File: config.mk
export PLATFORM = sky130hd
export DESIGN_NAME = frame_sequencer
export DESIGN_NICKNAME = d
export VERILOG_FILES = /design/src/rtl/seq_pkg.sv /design/src/rtl/seq_ctrl.sv /design/src/rtl/seq_datapath.sv /design/src/rtl/frame_sequencer.sv
export SDC_FILE = /design/constraint.sdc
export NUM_CORES = 1
export LEC_CHECK = 0
export BUFFER_PORTS_ARGS = -buffer_cell sky130_fd_sc_hd__buf_2
export CAP_MARGIN = 15
export CORE_MARGIN = 1
export CORE_UTILIZATION = 60
export DETAILED_ROUTE_END_ITERATION = 7
export HOLD_SLACK_MARGIN = 0.1
export PLACE_DENSITY = 0.78
export SYNTH_ARGS = -nofsm -noshare
export SYNTH_HDL_FRONTEND = slang
export SYNTH_HIERARCHICAL = 1
export SYNTH_SLANG_ARGS = --single-unit
File: constraint.sdc
create_clock -name clk -period 55.6 [get_ports clk]
set_input_delay 2.78 -clock clk [delete_from_list [all_inputs] [get_ports clk]]
set_output_delay 2.78 -clock clk [all_outputs]
set_load 0.02 [all_outputs]
File: src/rtl/seq_pkg.sv
package seq_pkg;
  typedef enum logic [1:0] {
    PH_COMPUTE = 2'd0,
    PH_BCAST   = 2'd1,
    PH_VOTE    = 2'd2,
    PH_SYNC    = 2'd3
  } phase_e;

  // Control-to-datapath strobes
  typedef struct packed {
    logic cfgLoad;   // capture configuration this edge
    logic frameInc;  // leaving sync: advance frame
    logic inCompute; // current phase is compute
  } seq_ctl_s;
endpackage

File: src/rtl/seq_ctrl.sv
module seq_ctrl
  import seq_pkg::*;
#(
  parameter int CNT_W = 8
) (
  input  logic             clk,
  input  logic             rstN,
  input  logic             tick,
  input  logic             syncDone,
  input  logic [CNT_W-1:0] lenCompute,
  input  logic [CNT_W-1:0] lenBcast,
  input  logic [CNT_W-1:0] lenVote,
  output phase_e           phaseQ,
  output logic             computeStart,
  output logic             mailboxLoad,
  output logic             voteStart,
  output seq_ctl_s         ctl
);
  logic             primedQ;
  logic [CNT_W-1:0] tickCntQ;
  logic [CNT_W-1:0] lenCur;
  logic [CNT_W:0]   cntPlus;
  logic             lastTick;
  logic             syncExit;
  logic             timedAdvance;
  phase_e           phaseNext;

  always_comb begin
    case (phaseQ)
      PH_COMPUTE: lenCur = lenCompute;
      PH_BCAST:   lenCur = lenBcast;
      PH_VOTE:    lenCur = lenVote;
      default:    lenCur = '0;
    endcase
  end

  // a programmed length of zero still needs one accepted tick
  assign cntPlus      = {1'b0, tickCntQ} + 1'b1;
  assign lastTick     = tick && (cntPlus >= {1'b0, lenCur});
  assign syncExit     = primedQ && (phaseQ == PH_SYNC) && syncDone;
  assign timedAdvance = primedQ && (phaseQ != PH_SYNC) && lastTick;
  assign phaseNext    = phase_e'(phaseQ + 2'd1);

  assign ctl.cfgLoad   = !primedQ || syncExit;
  assign ctl.frameInc  = syncExit;
  assign ctl.inCompute = (phaseQ == PH_COMPUTE);

  always_ff @(posedge clk or negedge rstN) begin
    if (!rstN) begin
      phaseQ       <= PH_COMPUTE;
      primedQ      <= 1'b0;
      tickCntQ     <= '0;
      computeStart <= 1'b0;
      mailboxLoad  <= 1'b0;
      voteStart    <= 1'b0;
    end else begin
      computeStart <= 1'b0;
      mailboxLoad  <= 1'b0;
      voteStart    <= 1'b0;
      if (!primedQ) begin
        primedQ      <= 1'b1;
        tickCntQ     <= '0;
        computeStart <= 1'b1;
      end else if (syncExit) begin
        phaseQ       <= PH_COMPUTE;
        tickCntQ     <= '0;
        computeStart <= 1'b1;
      end else if (timedAdvance) begin
        phaseQ      <= phaseNext;
        tickCntQ    <= '0;
        mailboxLoad <= (phaseQ == PH_COMPUTE);
        voteStart   <= (phaseQ == PH_BCAST);
      end else if (tick && phaseQ != PH_SYNC) begin
        tickCntQ <= cntPlus[CNT_W-1:0];
      end
    end
  end
endmodule

File: src/rtl/seq_datapath.sv
module seq_datapath
  import seq_pkg::*;
#(
  parameter int CNT_W     = 8,
  parameter int FRAME_W   = 16,
  parameter int NUM_TASKS = 4,
  parameter int RATE_W    = 4
) (
  input  logic                        clk,
  input  logic                        rstN,
  input  seq_ctl_s                    ctl,
  input  logic [CNT_W-1:0]            cfgComputeLen,
  input  logic [CNT_W-1:0]            cfgBcastLen,
  input  logic [CNT_W-1:0]            cfgVoteLen,
  input  logic [CNT_W-1:0]            cfgMaxDelay,
  input  logic [CNT_W-1:0]            cfgMaxSkew,
  input  logic [NUM_TASKS*RATE_W-1:0] cfgRates,
  output logic [CNT_W-1:0]            lenCompute,
  output logic [CNT_W-1:0]            lenBcast,
  output logic [CNT_W-1:0]            lenVote,
  output logic [FRAME_W-1:0]          frameQ,
  output logic [NUM_TASKS-1:0]        taskEn,
  output logic                        cfgError
);
  localparam int PAD_W = FRAME_W - RATE_W;

  logic [FRAME_W-1:0]   frameNext;
  logic [CNT_W:0]       bcastBound;
  logic [NUM_TASKS-1:0] slotDue;
  logic [NUM_TASKS-1:0] slotDueQ;

  assign frameNext  = ctl.frameInc ? frameQ + 1'b1 : frameQ;
  assign bcastBound = {1'b0, cfgMaxDelay} + {1'b0, cfgMaxSkew};

  for (genvar k = 0; k < NUM_TASKS; k++) begin : g_slot
    logic [RATE_W-1:0]  rate;
    logic [RATE_W-1:0]  divisor;
    logic [FRAME_W-1:0] remainder;
    assign rate       = cfgRates[k*RATE_W +: RATE_W];
    assign divisor    = (rate == '0) ? RATE_W'(1) : rate;
    assign remainder  = frameNext % {{PAD_W{1'b0}}, divisor};
    assign slotDue[k] = (rate != '0) && (remainder == '0);
  end

  always_ff @(posedge clk or negedge rstN) begin
    if (!rstN) begin
      frameQ     <= '0;
      lenCompute <= '0;
      lenBcast   <= '0;
      lenVote    <= '0;
      slotDueQ   <= '0;
      cfgError   <= 1'b0;
    end else if (ctl.cfgLoad) begin
      frameQ     <= frameNext;
      lenCompute <= cfgComputeLen;
      lenBcast   <= cfgBcastLen;
      lenVote    <= cfgVoteLen;
      slotDueQ   <= slotDue;
      cfgError   <= ({1'b0, cfgBcastLen} < bcastBound);
    end
  end

  assign taskEn = slotDueQ & {NUM_TASKS{ctl.inCompute}};
endmodule

File: src/rtl/frame_sequencer.sv
module frame_sequencer
  import seq_pkg::*;
#(
  parameter int CNT_W     = 8,
  parameter int FRAME_W   = 16,
  parameter int NUM_TASKS = 4,
  parameter int RATE_W    = 4
) (
  input  logic                        clk,
  input  logic                        rstN,
  input  logic                        tick,
  input  logic                        syncDone,
  input  logic [CNT_W-1:0]            cfgComputeLen,
  input  logic [CNT_W-1:0]            cfgBcastLen,
  input  logic [CNT_W-1:0]            cfgVoteLen,
  input  logic [CNT_W-1:0]            cfgMaxDelay,
  input  logic [CNT_W-1:0]            cfgMaxSkew,
  input  logic [NUM_TASKS*RATE_W-1:0] cfgRates,
  output logic [1:0]                  phase,
  output logic [FRAME_W-1:0]          frameNum,
  output logic                        computeStart,
  output logic                        mailboxLoad,
  output logic                        voteStart,
  output logic                        resyncReq,
  output logic [NUM_TASKS-1:0]        taskEn,
  output logic                        cfgError
);
  phase_e           phaseQ;
  seq_ctl_s         ctl;
  logic [CNT_W-1:0] lenCompute;
  logic [CNT_W-1:0] lenBcast;
  logic [CNT_W-1:0] lenVote;

  seq_ctrl #(.CNT_W(CNT_W)) uCtrl (
    .clk(clk), .rstN(rstN), .tick(tick), .syncDone(syncDone),
    .lenCompute(lenCompute), .lenBcast(lenBcast), .lenVote(lenVote),
    .phaseQ(phaseQ), .computeStart(computeStart),
    .mailboxLoad(mailboxLoad), .voteStart(voteStart), .ctl(ctl)
  );

  seq_datapath #(
    .CNT_W(CNT_W), .FRAME_W(FRAME_W),
    .NUM_TASKS(NUM_TASKS), .RATE_W(RATE_W)
  ) uData (
    .clk(clk), .rstN(rstN), .ctl(ctl),
    .cfgComputeLen(cfgComputeLen), .cfgBcastLen(cfgBcastLen),
    .cfgVoteLen(cfgVoteLen), .cfgMaxDelay(cfgMaxDelay),
    .cfgMaxSkew(cfgMaxSkew), .cfgRates(cfgRates),
    .lenCompute(lenCompute), .lenBcast(lenBcast), .lenVote(lenVote),
    .frameQ(frameNum), .taskEn(taskEn), .cfgError(cfgError)
  );

  assign phase     = phaseQ;
  assign resyncReq = (phaseQ == PH_SYNC);
endmodule

==> run metrics, run 1 <==
initial antenna violation count 0; Reg2Reg Depth 140; post-DR wirelength/cell 19.4 microns; FFs w/ async S/R, synth 1.00; Worst path most repeated cell o21a_1; fillers 3,609; Post-synth EDFFs 0; Min-Delay Path Depth 2; starting density of the core 0.609; CTS clk-pin slew, worst paths 0.06 ns; WHS Endpoint uData/slotDueQ[3]$_DFFE_PN0P_; Max Cap Violations 0; sequential area share after synthesis 0.0609; post-DP HPWL 60.2 mm; grt ovf 0; r2r setup slk slightly above 20 ns; most frequent cell after synthesis nor2_1; layout cells sized above 1 0.116; CTS Hold Bufs 0; core area around 40,000 sq um; FF-to-FF End uData/slotDueQ[0]$_DFFE_PN0P_; total CTS buffers 9; kind of critical path in -> reg; Least-Margin Pin Slew 0.982 ns; status finished, final reports clean; clock period minus worst slack around 37 ns; Min-Delay Startpoint uData/slotDueQ[3]$_DFFE_PN0P_; Rel. slew slack 0.337; CTS sink count 59; kind of start point of the critical path input pin; Starting DRT DRC Count 2,371; All-Layer GR Usage 0.355; number of I/O pins 87; final setup fails 0; Bufs and invs on worst path 5; final hold vios 0; Crit. path cell count 140; Max Freq 27.2 MHz; first-pass GRT wire length 122 mm; Avg Inst Size Synth about 7.3 sq um; gpl congestion 0.946; Post-synth top cells nor2_1 (311), ha_1 (266), nand2_1 (252), a21oi_1 (201), nor3_1 (174); Post-CTS Setup Repair Bufs 0; class of the worst hold path reg -> reg; Synth top area share 0.137; CP delay by family, top compound AO/OA/AOI/OAI gates; number of routed nets with antenna violations 0; vias in the first global route 24,820; Worst Path Arrival 36.99 ns; Pins Over Slew Limit 0; Cell variety after synth 140; CP max stage delay between 0.6 and 0.7 ns; clock skew between 0.005 and 0.006 ns; DRT Wirelength 75.1 mm; pre-CTS setup slack 18.95 ns; largest cells by area after synthesis ha_1 (14%), dfrtp_1 (6.1%), nor2_1 (4.8%); clk buf depth 2; Die Y 203 microns; CTS tree done; crit path capture type flip-flop; number of antenna cells inserted 0; clk_lat worst skew between 0.3 and 0.4 ns; final net count 3,679; routed via count 26,243; PnR worst setup slack 18.83 ns; largest net degree at the start of global routing 60; cts repair resizes 0; dominant synthesized flop cell dfrtp_1; Net Count, Synth 3,631; biggest area consumer among synthesized cells ha_1; via density per instance 6.77; CTS HTree Levels 3; die width just over 200 microns; root buffer cell clkbuf_16; Yosys reg bits 59; r2r startpoint uCtrl/phaseQ[0]$_DFFE_PN0P_; FP Rows 73; DRC violations left 0; Setup Total Neg Slack 0 ns; Yosys warnings 6; Tcrit/Tclk final 0.661; Die Area slightly above 40,000 sq um; CP max FO 18; Worst path slowest cell or4b_1; Mapped Area 24,200 sq um; RSZ-0062 raised after global routing no; Synth-to-Final Area Change 4.88%; Pre-antenna DRT Iters 6; WP data required 55.82 ns; Synth Instances 3,300; PortBufs 86
cells in the final DEF (no fill, tap or decap), types with 79 or more instances in the layout:
cell,count
nor2_1,311
inv_1,131
buf_2,86
o21ai_0,166
ha_1,266
mux2i_1,93
o21a_1,120
nand3_1,90
a21o_1,79
a21oi_1,201
mux2_2,81
xnor2_1,124
nor3_1,174
nand2_1,251
state kept, by name, indices dropped and copies added (netlist names):
name	cells
uData/frameQ	16
uCtrl/primedQ	1
uData/slotDueQ	4
uCtrl/phaseQ	2
uCtrl/tickCntQ	8
uData/lenBcast	8
uData/lenCompute	8
uCtrl/mailboxLoad	1
uCtrl/voteStart	1
uData/lenVote	8
uCtrl/computeStart	1
uData/cfgError	1
through the flow:
step / hold slack (ns) / cell area (sq um) / instances / util
floorplan: 0.436 / 24200 / 3300 / -
global placement: 0.461 / 25100 / 3862 / 0.631
detailed placement: 0.470 / 25100 / 3862 / 0.631
CTS: 0.483 / 25400 / 3877 / 0.638
global route: 0.508 / 25400 / 3877 / 0.638
finish: 0.480 / 25400 / 3877 / 0.638
how the worst max path moves through the flow:
stage	startpoint	end	slack (ns)
after CTS	syncDone	uData/slotDueQ[0]$_DFFE_PN0P_	19.22
after global routing	syncDone	uData/slotDueQ[0]$_DFFE_PN0P_	15.96
after global placement	syncDone	uData/slotDueQ[0]$_DFFE_PN0P_	19.34
after floorplan	syncDone	uData/slotDueQ[0]$_DFFE_PN0P_	24.16
after detailed placement	syncDone	uData/slotDueQ[0]$_DFFE_PN0P_	18.95
final	syncDone	uData/slotDueQ[0]$_DFFE_PN0P_	18.83
cells by family after synthesis:
family	Yosys count	share of synthesized area
XOR/XNOR	187	0.0682
multiplexers	185	0.0822
flip-flops	59	0.0609
AND/OR/NAND/NOR	1312	0.286
other	1	0.000155
AO/OA/AOI/OAI	1077	0.324
adder cells (fa/ha/maj)	274	0.143
buffers and inverters	205	0.0364
metal layers:
layer	track usage	wire [microns]	vias up
met4	0.159	3470	0
met5	0	0	-
met2	0.607	34600	988
met3	0.0419	4950	201
li1	-	-	12782
met1	0.445	32000	12272
layout make-up:
cell class | instances | area (sq um) | share of cell area
clock buffer | 11 | 253 | 0.00994
clock inverter | 4 | 50.0 | 0.00197
timing repair buffer | 109 | 603 | 0.0237
inverter | 133 | 499 | 0.0196
sequential | 59 | 1480 | 0.0581
tap | 525 | 657 | 0.0258
multi-input combinational | 3036 | 21900 | 0.861
tightest hold or removal path: stages, from the launching register on:
cell and delay, ns:
dfrtp_1 0.33, nand2_1 0.05, o31ai_1 0.06
Power of run 1 is not shown: default switching activity piles up to over one toggle a cycle in this logic, so the estimate is an artifact.
==> run 2, diff against run 1 <==
--- a/config.mk
+++ b/config.mk
@@ -11,7 +11,7 @@
 export CORE_UTILIZATION = 60
 export DETAILED_ROUTE_END_ITERATION = 7
 export HOLD_SLACK_MARGIN = 0.1
-export PLACE_DENSITY = 0.78
+export PLACE_DENSITY = 0.81
 export SYNTH_ARGS = -nofsm -noshare
 export SYNTH_HDL_FRONTEND = slang
 export SYNTH_HIERARCHICAL = 1
==> constraint.sdc (replaced) <==
create_clock -name clk -period 30.9 [get_ports clk]
set_input_delay 1.545 -clock clk [delete_from_list [all_inputs] [get_ports clk]]
set_output_delay 1.545 -clock clk [all_outputs]
set_load 0.02 [all_outputs]
==> run 2 against run 1 <==
Effect of this change:
- first-iteration DRC count decreased by 0.30%
- cell count increased by 3.7%
- global-route usage rose by 0.47 points
- register-to-register slack lost 19 ns
- die area stayed put
- critical endpoint unchanged
- largest cell class unchanged
- highest routed layer unchanged
==> run metrics, run 2 (synthesis results as in run 1) <==
Reg area 1480 sq um (unchanged); Pre-antenna DRT Iters 8 (+2); gpl congestion 0.970 (+2.5%); number of antenna cells inserted 0 (unchanged); largest register by flop count uData/frameQ; Setup Total Neg Slack 0 ns (unchanged); multi-input logic area 22,800 sq um (+4.2%); post-DR wirelength/cell 19.6 microns (+1.4%); fillers 3,334 (-7.6%); kind of start point of the critical path input pin; layout cells sized above 1 0.198 (+0.0816); Starting DRT DRC Count 2,364 (-0.30%); CTS Hold Bufs 0 (unchanged); number of I/O pins 87 (unchanged); grt ovf 0 (unchanged); clk_lat worst skew 0.34 ns (about the same); FP Rows 73 (unchanged); Synth-to-Final Area Change 13.3%; CTS tree done; clock period minus worst slack roughly 30 ns; PnR worst setup slack 1.27 ns (-17.56 ns); most frequent cells in the layout nor2_1 (292), ha_1 (264), nand2_1 (244), nor3_1 (168), a21oi_1 (165); max reg flops 16 (unchanged); CP max FO 9 (-9); Worst path slowest cell or4b_1; Worst path most repeated cell o21a_1; pre-CTS setup slack -1.72 ns (-20.67 ns); FF-to-FF End uData/slotDueQ[0]$_DFFE_PN0P_; Pins Over Slew Limit 0 (unchanged); Max Freq 33.7 MHz; Max Cap Violations 0 (unchanged); Min-Delay Path Depth 2 (unchanged); core area 39,800 sq um (unchanged); via density per instance 6.83 (+0.85%); DRC violations left 0 (unchanged); vias in the first global route 25,756 (+3.8%); Die Y 203 microns (unchanged); Least-Margin Pin Slew 1.15 ns (+0.170 ns); Placed Instances 3,936 (+1.9%); initial antenna violation count 0 (unchanged); Tcrit/Tclk final 0.959; post-DP HPWL 60.9 mm (+1.1%); Non-Filler Instances 4,020 (+3.7%); CTS sink count 59 (unchanged); clk buf depth 2 (unchanged); starting density of the core 0.609 (unchanged); WP data required 31.14 ns (-24.68 ns); first-pass GRT wire length 125 mm (+1.9%); root buffer cell clkbuf_16; Min-Delay Startpoint uData/slotDueQ[3]$_DFFE_PN0P_; CP max stage delay 0.58 ns (-0.04 ns); WHS Endpoint uData/slotDueQ[3]$_DFFE_PN0P_; PortBufs 86 (unchanged); All-Layer GR Usage 0.360 (+0.00468); final setup fails 0 (unchanged); CTS HTree Levels 3 (unchanged); r2r startpoint uData/frameQ[6]$_DFFE_PN0P_; largest net degree at the start of global routing 60 (unchanged); Rel. slew slack 0.227 (-0.110); DRT Wirelength 78.9 mm (+5.1%); crit path capture type flip-flop; routed via count 27,442 (+4.6%); status finished, final reports clean; Die Area 41,200 sq um (unchanged); final net count 3,822 (+3.9%); total CTS buffers 9 (unchanged); r2r setup slk 1.69 ns (-18.98 ns); CTS clk-pin slew, worst paths 0.05 ns (about the same); die width 203 microns (unchanged); clock skew 0.0110 ns (+0.00568 ns); commonest non-fill, non-tap cell in the layout nor2_1; class of the worst hold path reg -> reg; Reg2Reg Depth 138 (-1.4%); Worst Path Arrival 29.87 ns (-7.12 ns); number of routed nets with antenna violations 0 (unchanged); final hold vios 0 (unchanged); kind of critical path in -> reg
run 2: worst max-delay path: cells and delay by family:
kind            cells  cell delay, ns
simple gates       38            7.85
xor+xnor            1            0.17
compound gates     70           12.11
buf+inv             6            0.79
mux                 9            2.54
fa+ha+maj          16            4.79
run 2: stage by stage:
step	hold slack, ns	util	area [sq um]
floorplan	0.436	-	24200
global placement	0.460	0.645	25700
detailed placement	0.470	0.645	25700
CTS	0.482	0.659	26200
global route	0.511	0.690	27500
finish	0.482	0.690	27500
run 2: layout make-up:
class / instances / share of cell area
Clock inverter: 4 / 0.00269
Sequential cell: 59 / 0.0538
Timing Repair Buffer: 252 / 0.0613
Clock buffer: 11 / 0.00920
Inverter: 133 / 0.0182
Tap cell: 525 / 0.0239
Multi-Input combinational cell: 3036 / 0.831
run 2: repair_timing:
item                                    4_1_cts  5_1_grt
setup buffers                                 6       63
resized for setup                            49      183
endpoints found under the setup margin        4        4
hold endpoints to repair                      0        0
pin swaps                                     5       36
run 2: how the worst max path moves through the flow:
stage,startpoint,to,slack [ns]
finish,syncDone,uData/slotDueQ[0]$_DFFE_PN0P_,1.27
global route,syncDone,uData/slotDueQ[3]$_DFFE_PN0P_,-0.27
CTS,syncDone,uData/slotDueQ[2]$_DFFE_PN0P_,0.02
detailed placement,syncDone,uData/slotDueQ[3]$_DFFE_PN0P_,-1.72
global placement,syncDone,uData/slotDueQ[1]$_DFFE_PN0P_,-1.14
floorplan,syncDone,uData/slotDueQ[0]$_DFFE_PN0P_,0.70
run 2: metal layers:
layer | up-vias | share of wire | routed length, microns | track usage
met3 | 241 | 0.068 | 5370 | 0.0433
met2 | 1137 | 0.46 | 36300 | 0.608
met5 | - | 0 | 0 | 0
met4 | 0 | 0.048 | 3760 | 0.171
met1 | 12984 | 0.42 | 33400 | 0.453
li1 | 13080 | - | - | -
Power of run 2 is left out for the same reason.
